## src/rtl/ptw_pkg.sv

```systemverilog
// Package: shared types and entry bit positions for the page table walker.
// Assumes table entries are as wide as a physical address.
package ptw_pkg;

    // Bit positions of the flag bits inside a table entry
    localparam int unsigned PTE_VALID_BIT = 0;
    localparam int unsigned PTE_READ_BIT  = 1;
    localparam int unsigned PTE_WRITE_BIT = 2;
    localparam int unsigned PTE_FLAG_W    = 3;

    // Walker control states
    typedef enum logic [2:0] {
        ST_IDLE    = 3'd0,
        ST_L1_REQ  = 3'd1,
        ST_L1_WAIT = 3'd2,
        ST_L2_REQ  = 3'd3,
        ST_L2_WAIT = 3'd4,
        ST_RESP    = 3'd5
    } walk_state_t;

endpackage

```

## src/rtl/ptw_root_reg.sv

```systemverilog
// Root pointer register with deferral.
// A write while the walker is idle lands at once. A write while it is busy
// is parked in a shadow register and applied on the first idle cycle.
// Assumes busy is high from acceptance through the response cycle.
module ptw_root_reg #(
    parameter int unsigned PA_W = 32
) (
    input  logic            clk,
    input  logic            rst_n,
    input  logic            wr_en,
    input  logic [PA_W-1:0] wr_data,
    input  logic            busy,
    output logic [PA_W-1:0] root_base,
    output logic            pending
);

    logic [PA_W-1:0] root_q;
    logic [PA_W-1:0] shadow_q;
    logic            shadow_v_q;

    // Live root pointer: direct write when idle, shadow drain after a walk
    always_ff @(posedge clk) begin
        if (!rst_n) begin
            root_q <= '0;
        end else if (wr_en && !busy) begin
            root_q <= wr_data;
        end else if (!busy && shadow_v_q) begin
            root_q <= shadow_q;
        end
    end

    // Shadow holding the latest write made during a walk
    always_ff @(posedge clk) begin
        if (!rst_n) begin
            shadow_q   <= '0;
            shadow_v_q <= 1'b0;
        end else if (wr_en && busy) begin
            shadow_q   <= wr_data;
            shadow_v_q <= 1'b1;
        end else if (!busy) begin
            shadow_v_q <= 1'b0;
        end
    end

    assign root_base = root_q;
    assign pending   = shadow_v_q;

endmodule

```

## src/rtl/ptw_addr_gen.sv

```systemverilog
// Table entry address generator.
// Picks the first-level or second-level table base and adds the scaled
// index taken from the virtual page number. Purely combinational.
// Assumes table bases are page aligned once their offset bits are masked.
module ptw_addr_gen #(
    parameter int unsigned PA_W    = 32,
    parameter int unsigned L1_W    = 10,
    parameter int unsigned L2_W    = 10,
    parameter int unsigned OFF_W   = 12,
    parameter int unsigned ENTRY_B = 4
) (
    input  logic [L1_W+L2_W-1:0] vpn,
    input  logic [PA_W-1:0]      root_base,
    input  logic [PA_W-1:0]      l2_base,
    input  logic                 sel_l2,
    output logic [PA_W-1:0]      entry_addr
);

    localparam int unsigned SHIFT = $clog2(ENTRY_B);
    localparam logic [PA_W-1:0] PAGE_MASK = {{(PA_W-OFF_W){1'b1}}, {OFF_W{1'b0}}};

    logic [L1_W-1:0] idx_hi;
    logic [L2_W-1:0] idx_lo;
    logic [PA_W-1:0] base;
    logic [PA_W-1:0] scaled;

    // Select table base and scaled index for the current level
    always_comb begin
        idx_hi     = vpn[L1_W+L2_W-1:L2_W];
        idx_lo     = vpn[L2_W-1:0];
        if (sel_l2) begin
            base   = l2_base & PAGE_MASK;
            scaled = PA_W'(idx_lo) << SHIFT;
        end else begin
            base   = root_base & PAGE_MASK;
            scaled = PA_W'(idx_hi) << SHIFT;
        end
        entry_addr = base + scaled;
    end

endmodule

```

## src/rtl/ptw_pte_check.sv

```systemverilog
// Entry checker: judges presence and, at the leaf level, access permission.
// Combinational; permission is only meaningful when is_leaf is high.
module ptw_pte_check
    import ptw_pkg::*;
(
    input  logic [PTE_FLAG_W-1:0] flags,
    input  logic                  is_leaf,
    input  logic                  is_write,
    output logic                  present,
    output logic                  perm_ok
);

    // Decode the flag bits against the access type
    always_comb begin
        present = flags[PTE_VALID_BIT];
        if (!is_leaf) begin
            perm_ok = 1'b1;
        end else if (is_write) begin
            perm_ok = flags[PTE_WRITE_BIT];
        end else begin
            perm_ok = flags[PTE_READ_BIT];
        end
    end

endmodule

```

## src/rtl/ptw_walker.sv

```systemverilog
// Two-level page table walker (top).
// Accepts one translation at a time, issues up to two table reads over a
// valid/ready port with single-beat responses, and returns a physical
// address or a fault classified by level and cause.
// Assumes each accepted memory read returns exactly one response beat.
module ptw_walker
    import ptw_pkg::*;
#(
    parameter int unsigned VA_W  = 32,
    parameter int unsigned PA_W  = 32,
    parameter int unsigned L1_W  = 10,
    parameter int unsigned L2_W  = 10,
    parameter int unsigned OFF_W = 12
) (
    input  logic            clk,
    input  logic            rst_n,
    input  logic            root_wr_en,
    input  logic [PA_W-1:0] root_wr_data,
    input  logic            req_valid,
    output logic            req_ready,
    input  logic [VA_W-1:0] req_vaddr,
    input  logic            req_write,
    output logic            rsp_valid,
    output logic [PA_W-1:0] rsp_paddr,
    output logic            rsp_fault,
    output logic            rsp_fault_level,
    output logic            rsp_fault_perm,
    output logic            mem_req_valid,
    input  logic            mem_req_ready,
    output logic [PA_W-1:0] mem_req_addr,
    input  logic            mem_rsp_valid,
    input  logic [PA_W-1:0] mem_rsp_data
);

    localparam int unsigned VPN_W   = L1_W + L2_W;
    localparam int unsigned ENTRY_B = PA_W / 8;
    localparam logic [PA_W-1:0] FRAME_MASK = {{(PA_W-OFF_W){1'b1}}, {OFF_W{1'b0}}};

    walk_state_t     state_q;
    logic [VA_W-1:0] va_q;
    logic            write_q;
    logic [PA_W-1:0] l2_base_q;
    logic [PA_W-1:0] paddr_q;
    logic            fault_q;
    logic            level_q;
    logic            perm_q;

    logic            busy;
    logic            root_pending;
    logic [PA_W-1:0] root_base;
    logic            ent_present;
    logic            ent_perm_ok;
    logic            leaf_phase;

    assign busy       = (state_q != ST_IDLE);
    assign leaf_phase = (state_q == ST_L2_WAIT);

    ptw_root_reg #(
        .PA_W (PA_W)
    ) u_root (
        .clk       (clk),
        .rst_n     (rst_n),
        .wr_en     (root_wr_en),
        .wr_data   (root_wr_data),
        .busy      (busy),
        .root_base (root_base),
        .pending   (root_pending)
    );

    ptw_addr_gen #(
        .PA_W    (PA_W),
        .L1_W    (L1_W),
        .L2_W    (L2_W),
        .OFF_W   (OFF_W),
        .ENTRY_B (ENTRY_B)
    ) u_addr (
        .vpn        (va_q[VA_W-1:OFF_W]),
        .root_base  (root_base),
        .l2_base    (l2_base_q),
        .sel_l2     (state_q == ST_L2_REQ),
        .entry_addr (mem_req_addr)
    );

    ptw_pte_check u_check (
        .flags    (mem_rsp_data[PTE_FLAG_W-1:0]),
        .is_leaf  (leaf_phase),
        .is_write (write_q),
        .present  (ent_present),
        .perm_ok  (ent_perm_ok)
    );

    // Walk sequencing: request, wait, classify, respond
    always_ff @(posedge clk) begin
        if (!rst_n) begin
            state_q <= ST_IDLE;
        end else begin
            unique case (state_q)
                ST_IDLE:    if (req_valid && req_ready) state_q <= ST_L1_REQ;
                ST_L1_REQ:  if (mem_req_ready) state_q <= ST_L1_WAIT;
                ST_L1_WAIT: if (mem_rsp_valid) state_q <= ent_present ? ST_L2_REQ : ST_RESP;
                ST_L2_REQ:  if (mem_req_ready) state_q <= ST_L2_WAIT;
                ST_L2_WAIT: if (mem_rsp_valid) state_q <= ST_RESP;
                ST_RESP:    state_q <= ST_IDLE;
                default:    state_q <= ST_IDLE;
            endcase
        end
    end

    // Request capture at acceptance
    always_ff @(posedge clk) begin
        if (!rst_n) begin
            va_q    <= '0;
            write_q <= 1'b0;
        end else if (state_q == ST_IDLE && req_valid && req_ready) begin
            va_q    <= req_vaddr;
            write_q <= req_write;
        end
    end

    // Second-level table base from the first-level entry
    always_ff @(posedge clk) begin
        if (!rst_n) begin
            l2_base_q <= '0;
        end else if (state_q == ST_L1_WAIT && mem_rsp_valid) begin
            l2_base_q <= mem_rsp_data & FRAME_MASK;
        end
    end

    // Result and fault classification
    always_ff @(posedge clk) begin
        if (!rst_n) begin
            paddr_q <= '0;
            fault_q <= 1'b0;
            level_q <= 1'b0;
            perm_q  <= 1'b0;
        end else if (state_q == ST_L1_WAIT && mem_rsp_valid && !ent_present) begin
            paddr_q <= '0;
            fault_q <= 1'b1;
            level_q <= 1'b0;
            perm_q  <= 1'b0;
        end else if (state_q == ST_L2_WAIT && mem_rsp_valid) begin
            level_q <= 1'b1;
            if (!ent_present) begin
                paddr_q <= '0;
                fault_q <= 1'b1;
                perm_q  <= 1'b0;
            end else if (!ent_perm_ok) begin
                paddr_q <= '0;
                fault_q <= 1'b1;
                perm_q  <= 1'b1;
            end else begin
                paddr_q <= (mem_rsp_data & FRAME_MASK) | PA_W'(va_q[OFF_W-1:0]);
                fault_q <= 1'b0;
                perm_q  <= 1'b0;
            end
        end
    end

    assign req_ready       = (state_q == ST_IDLE) && !root_pending;
    assign mem_req_valid   = (state_q == ST_L1_REQ) || (state_q == ST_L2_REQ);
    assign rsp_valid       = (state_q == ST_RESP);
    assign rsp_paddr       = paddr_q;
    assign rsp_fault       = fault_q;
    assign rsp_fault_level = level_q;
    assign rsp_fault_perm  = perm_q;

endmodule

```

## config.mk

```make
export PLATFORM = sky130hd
export DESIGN_NAME = ptw_walker
export DESIGN_NICKNAME = d
export VERILOG_FILES = /design/src/rtl/ptw_pkg.sv /design/src/rtl/ptw_root_reg.sv /design/src/rtl/ptw_addr_gen.sv /design/src/rtl/ptw_pte_check.sv /design/src/rtl/ptw_walker.sv
export SDC_FILE = /design/constraint.sdc
export NUM_CORES = 1
export LEC_CHECK = 0
export ABC_CLOCK_PERIOD_IN_PS = 3400
export CORE_MARGIN = 2
export CORE_UTILIZATION = 52
export DETAILED_ROUTE_END_ITERATION = 10
export GPL_TIMING_DRIVEN = 0
export PLACE_DENSITY = 0.92
export SLEW_MARGIN = 20
export SYNTH_ARGS = -nofsm -noshare
export SYNTH_HDL_FRONTEND = slang
export SYNTH_SLANG_ARGS = --single-unit
```

## constraint.sdc

```tcl
create_clock -name clk -period 3.4 [get_ports clk]
set_input_delay 0.34 -clock clk [delete_from_list [all_inputs] [get_ports clk]]
set_output_delay 0.34 -clock clk [all_outputs]
set_load 0.01 [all_outputs]
```

==> flow_summary.toml, run 1 <==
[layout]
fillers = 812
area_growth_pct = 37.37
final_util_pct = 73.23
num_antenna_cells = 0
drive_above_1_share_pct = 14.42
nets = 936
layout.cells.non_filler = 989

[synthesis]
syn_area_sq_um = 6087
async_reset_ff_share_pct = 0
ys_warn_count = 0
synth_area_per_cell_sq_um = 9.140
synth_cells = 666
synth_enable_flop_cells = 0
yosysSeqAreaShare_pct = 43.41
yosysMostFrequentCell = "dfxtp_1"
yosysTopAreaCell = "dfxtp_1"
ys_seq_elements = 132
synth_ff_type = "dfxtp_1"
synth.top_cell.area_share_pct = 43.41
yosys.cell_types.count = 39
synthTopCellsByCount = "dfxtp_1 (132), nand2_1 (114), a21boi_0 (49)"
synthTopCellsByArea = "dfxtp_1 (43%), nand2_1 (7.0%), a21boi_0 (6.0%), o32ai_2 (5.3%), mux2_2 (4.4%)"

[sta]
slew_viol_final = 0
setup_viol = 0
fmax_mhz = 363.7
finClkSkew_ps = 8.161
tns_ps = 0
tightestPinTransition_ps = 549.2
hold_ws_ps = 376.8
slew_headroom_pct = 63.39
hold_violations = 0
layout_worst_path_cycle_share_pct = 80.88
rsz0062_at_grt = "false"
min_period_ps = 2750

[power]
p_total_mw = 4.284
power_density_nw_per_um2 = 512.3
peakVddDrop_mv = 0.3586
p_leak_nw = 3.108

[placed_design]
portBuffers = 147
placedCellCount = 957
place_congestion = 0.8426
dp_hpwl_mm = 11.80

[clocking]
post_cts_buffers = 0
clk-insertion-delay-late_ps = 420
tritoncts = "yes"
root_buffer = "clkbuf_16"
cts_inserted_buffers = 17
htree_levels = 4
postCtsHoldBufs = 0
cts-resized-gates = 0
cts_sinks = 132
clkTransAtPathRegs_ps = 60
cts.path.max_buffers = 2

[worst_setup_path]
worst-r2r-cell-count = 5
cp-start-kind = "flop"
critical_path_class = "reg2out"
critPathMaxFanout = 10
crit_required_ps = 3060
critical_path.endpoint_type = "output port"
critPathArrivalTime_ps = 2410

[drt]
wire_per_inst_um = 17.00
drc_errors = 0
first_pass_iters = 7
drtIter0Drc = 349
viasPerCell = 5.542
wirelength_mm = 16.81
ant_nets = 0
num_vias = 5481

[worst_hold_path]
min_path_cells = 3
hold_class = "in2reg"

[global_routing]
grt_overflow = 0
grt_pass1_wl_mm = 26.70
grt_pass1_vias = 5342
gr-usage-all-layers_pct = 26.38
grt_max_degree = 17
antenna_found_initial = 0

[floorplan]
core-area_sq_um = 11420
die-area_sq_um = 12590
die_w_um = 112.2
initial_core_util_pct = 53.31
ioPinCount = 173
num_rows = 39
die_h_um = 112.2

[flow_run]
maxCapViolCount = 0

[outcome]
outcome = "finished, final reports clean"
## sequential cells by signal, indices dropped and copies added, names as in the netlist, 3 cells and up
register	flops
l2_base_q	20
rsp_paddr	32
state_q	3
u_root.root_base	20
u_root.shadow_q	20
va_q	32
## cell families after synthesis
family	count (synthesis)	synth area share [%]
and+or+nand+nor	243	20.53
other	1	0.06161
DFF	132	43.41
AOI/OAI and AO/OA	170	22.77
muxes	31	5.735
buffers and inverters	89	7.482
## critical path, stage by stage, from the launching register on
cell and delay, ps:
dfxtp_1 470, buf_6 200, inv_1 100, nand3_1 120, buf_4 230, mux2_1 380, clkdlybuf4s50_1 490
## cells in the final DEF, fill, tap and decap left out, types with 2 or more instances in the layout
cell type / count
nor3b_1: 2
conb_1: 2
and3_1: 34
or3b_1: 2
clkbuf_1: 30
clkinv_2: 2
dfxtp_1: 132
clkbuf_16: 17
nand3_1: 2
o21a_1: 35
a21boi_1: 24
nand4_1: 32
a21boi_0: 49
nor2b_1: 21
nand2_1: 114
buf_6: 5
nor2_1: 25
bufinv_16: 3
clkinvlp_4: 2
a21oi_1: 35
buf_4: 17
mux2_1: 7
clkdlybuf4s50_1: 147
mux2_2: 24
buf_2: 16
clkbuf_8: 3
inv_1: 22
o32ai_2: 20
and4bb_2: 2
clkinv_4: 3
## report_power, final
part	switching [mW]	internal, mW
clock	0.687	1.21
combinational	0.356	0.355
sequential	0.0424	1.63
## layer usage
| metal | global-route usage (%) | vias to the layer above | part of all wire, % |
|---|---|---|---|
| met4 | 7.967 | 0 | 1.3 |
| met5 | 0 | - | 0 |
| met2 | 45.02 | 205 | 49 |
| met3 | 5.832 | 19 | 5.7 |
| li1 | - | 2647 | - |
| met1 | 33.57 | 2610 | 44 |
## worst paths after layout
path	startpoint	endpoint	slack [ps]
min reg2reg	rsp_paddr[25]$_SDFFE_PP0P_	rsp_paddr[25]$_SDFFE_PP0P_	450
max	state_q[2]$_SDFFE_PN0P_	mem_req_addr[31]	650
max reg2reg	state_q[1]$_SDFFE_PN0P_	va_q[1]$_SDFFE_PN0P_	1740
min	rst_n	rsp_fault_perm$_SDFFE_PP0P_	380
## through the flow
stage	instance area (sq um)	worst slack (ps)
2_1_floorplan	6091	1757
3_3_place_gp	7741	1133
3_5_place_dp	7741	1108
4_1_cts	8362	653.8
5_1_grt	8362	553.1
6_report	8362	650.1
## area by class of cell
type,count,area (sq um),share of cell area (%)
repair buffers,147,1471,17.60
well taps,143,178.9,2.140
inverters,22,82.58,0.9876
plain buffers,67,372.9,4.459
flip-flops and latches,132,2643,31.60
clock buffers,21,470.5,5.626
clock inverters,11,150.1,1.796
multi-input cells,446,2993,35.79
Power figures use the tool's default switching activity.
==> run 2: changes to the inputs <==
ABC_CLOCK_PERIOD_IN_PS = 2700   (was 3400)
CORE_UTILIZATION = 48   (was 52)
PLACE_DENSITY = 0.86   (was 0.92)
clock period = 2.7 ns   (was 3.4 ns; I/O delays follow)
==> flow_summary.toml, run 2 (synthesis gave the netlist of run 1 again) <==
[drt]
ant_nets = 0
drtIter0Drc = 518
num_vias = 5414
first_pass_iters = 5
wirelength_mm = 16.72
drc_errors = 0
viasPerCell = 5.318
wire_per_inst_um = 16.42

[worst_setup_path]
worstSetupPathDepth = 6
timing.rr.end = "va_q[3]$_SDFFE_PN0P_"
cp-endpoint = "mem_req_addr[30]"
slowest_delay_ps = 490
rrSetupSlack_ps = 1140
worst-path-buf-inv = 4
path_cells = "buf_6 -> inv_1 -> nand3_1 -> buf_4 -> mux2_1 -> clkdlybuf4s50_1"
startpoint = "state_q[2]$_SDFFE_PN0P_"
critPathArrivalTime_ps = 2360
crit_required_ps = 2430
critical_path.endpoint_type = "output port"
critPathMaxFanout = 10
worst-r2r-cell-count = 5
cp-start-kind = "flop"
r2r_start = "state_q[1]$_SDFFE_PN0P_"
crit_family = "buffers and inverters"
critical_path_class = "reg2out"
crit_slowest_cell = "clkdlybuf4s50_1"

[floorplan]
die-area_sq_um = 13600
die_w_um = 116.6
ioPinCount = 173
core-area_sq_um = 12520
initial_core_util_pct = 48.63
num_rows = 41
die_h_um = 116.6

[clocking]
htree_levels = 4
cts.path.max_buffers = 2
cts-resized-gates = 1
post_cts_buffers = 0
postCtsHoldBufs = 0
clk-insertion-delay-late_ps = 420
root_buffer = "clkbuf_16"
tritoncts = "yes"
clkTransAtPathRegs_ps = 50
cts_sinks = 132
cts_inserted_buffers = 17

[sta]
slew_headroom_pct = 64.15
layout_setup_ws_ps = 66.63
rsz0062_at_grt = "true"
hold_ws_ps = 275.1
setup_viol = 0
fmax_mhz = 379.7
finClkSkew_ps = 5.768
min_period_ps = 2633
slew_viol_final = 0
hold_violations = 0
layout_worst_path_cycle_share_pct = 97.53
tightestPinTransition_ps = 537.7

[worst_hold_path]
hold_class = "in2reg"
min-delay-start = "rst_n"

[layout]
regArea_sq_um = 2644
fillers = 999
area_growth_pct = 38.15
nets = 936
layout_commonest_cell = "clkdlybuf4s50_1"
num_antenna_cells = 0
drive_above_1_share_pct = 14.66
final_cell_mix = "clkdlybuf4s50_1 (147), dfxtp_1 (131), nand2_1 (114)"
multi_input_area_sq_um = 2993

[power]
peakVddDrop_mv = 0.5146
p_leak_nw = 3.123
power_density_nw_per_um2 = 645.9

[global_routing]
grt_pass1_wl_mm = 26.61
grt_max_degree = 17
antenna_found_initial = 0
grt_pass1_vias = 5297
grt_overflow = 0
gr-usage-all-layers_pct = 25.37

[placed_design]
pre_cts_slack_ps = 451.4
place_congestion = 0.8491
portBuffers = 147
dp_hpwl_mm = 11.82

[flow_run]
maxCapViolCount = 0

[outcome]
outcome = "finished, final reports clean"
## run 2: changes by cell type in the layout (fill, tap and decap cells not counted)
cell	previous run	this run
clkbuf_8	3	6
clkinv_2	2	5
clkinv_4	3	0
clkbuf_1	30	29
clkinvlp_4	2	1
dfxtp_1	132	131
dfxtp_2	0	1
inv_6	1	0
## run 2: through the flow
step / util [%] / instance area [sq um] / TNS [ps] / power, mW / instances
4_1_cts: 67.18 / 8409 / 0 / 5.447 / 1018
3_3_place_gp: 62.14 / 7777 / 0 / 3.009 / 986
3_5_place_dp: 62.14 / 7777 / 0 / 3.026 / 986
6_report: 67.18 / 8409 / 0 / 5.432 / 1018
5_1_grt: 67.18 / 8409 / -6.406 / 5.637 / 1018
2_1_floorplan: - / 6091 / 0 / 2.662 / 667
## run 2: layer usage
metal	routed length [um]	share of wire [%]	up-vias	global-route usage, %
met5	0	0	-	0
met1	7153	43	2538	31.67
met4	262	1.6	0	6.745
met3	1090	6.5	29	7.058
li1	-	-	2650	-
met2	8211	49	197	43.33
## run 2: how the worst min path moves through the flow
stage | to | slack, ps | cells past startpoint
final | rsp_fault_perm$_SDFFE_PP0P_ | 280 | 3
after detailed placement | rsp_paddr[19]$_SDFFE_PP0P_ | 450 | 2
after CTS | rsp_fault_perm$_SDFFE_PP0P_ | 270 | 3
after global routing | rsp_fault_perm$_SDFFE_PP0P_ | 290 | 3
after global placement | rsp_fault_perm$_SDFFE_PP0P_ | 440 | 2
after floorplan | u_root.shadow_q[12]$_SDFFE_PN0P_ | 400 | 2
## run 2: power by group
| part | internal [mW] | switching, mW |
|---|---|---|
| clock network | 1.59 | 0.843 |
| registers | 2.05 | 0.0521 |
| logic | 0.447 | 0.448 |
## run 2: area by class of cell
| cell class | instances | share of cell area [%] |
|---|---|---|
| clock inverters | 9 | 1.458 |
| flip-flops and latches | 132 | 31.44 |
| well taps | 172 | 2.559 |
| clock buffers | 23 | 6.041 |
| multi-input cells | 446 | 35.59 |
| inverters | 22 | 0.9820 |
| repair buffers | 147 | 17.50 |
| plain buffers | 67 | 4.434 |
## run 2: worst min-delay path, cell delays in order
cell and delay, ps:
buf_2 170, o21ai_2 150, a21oi_1 50
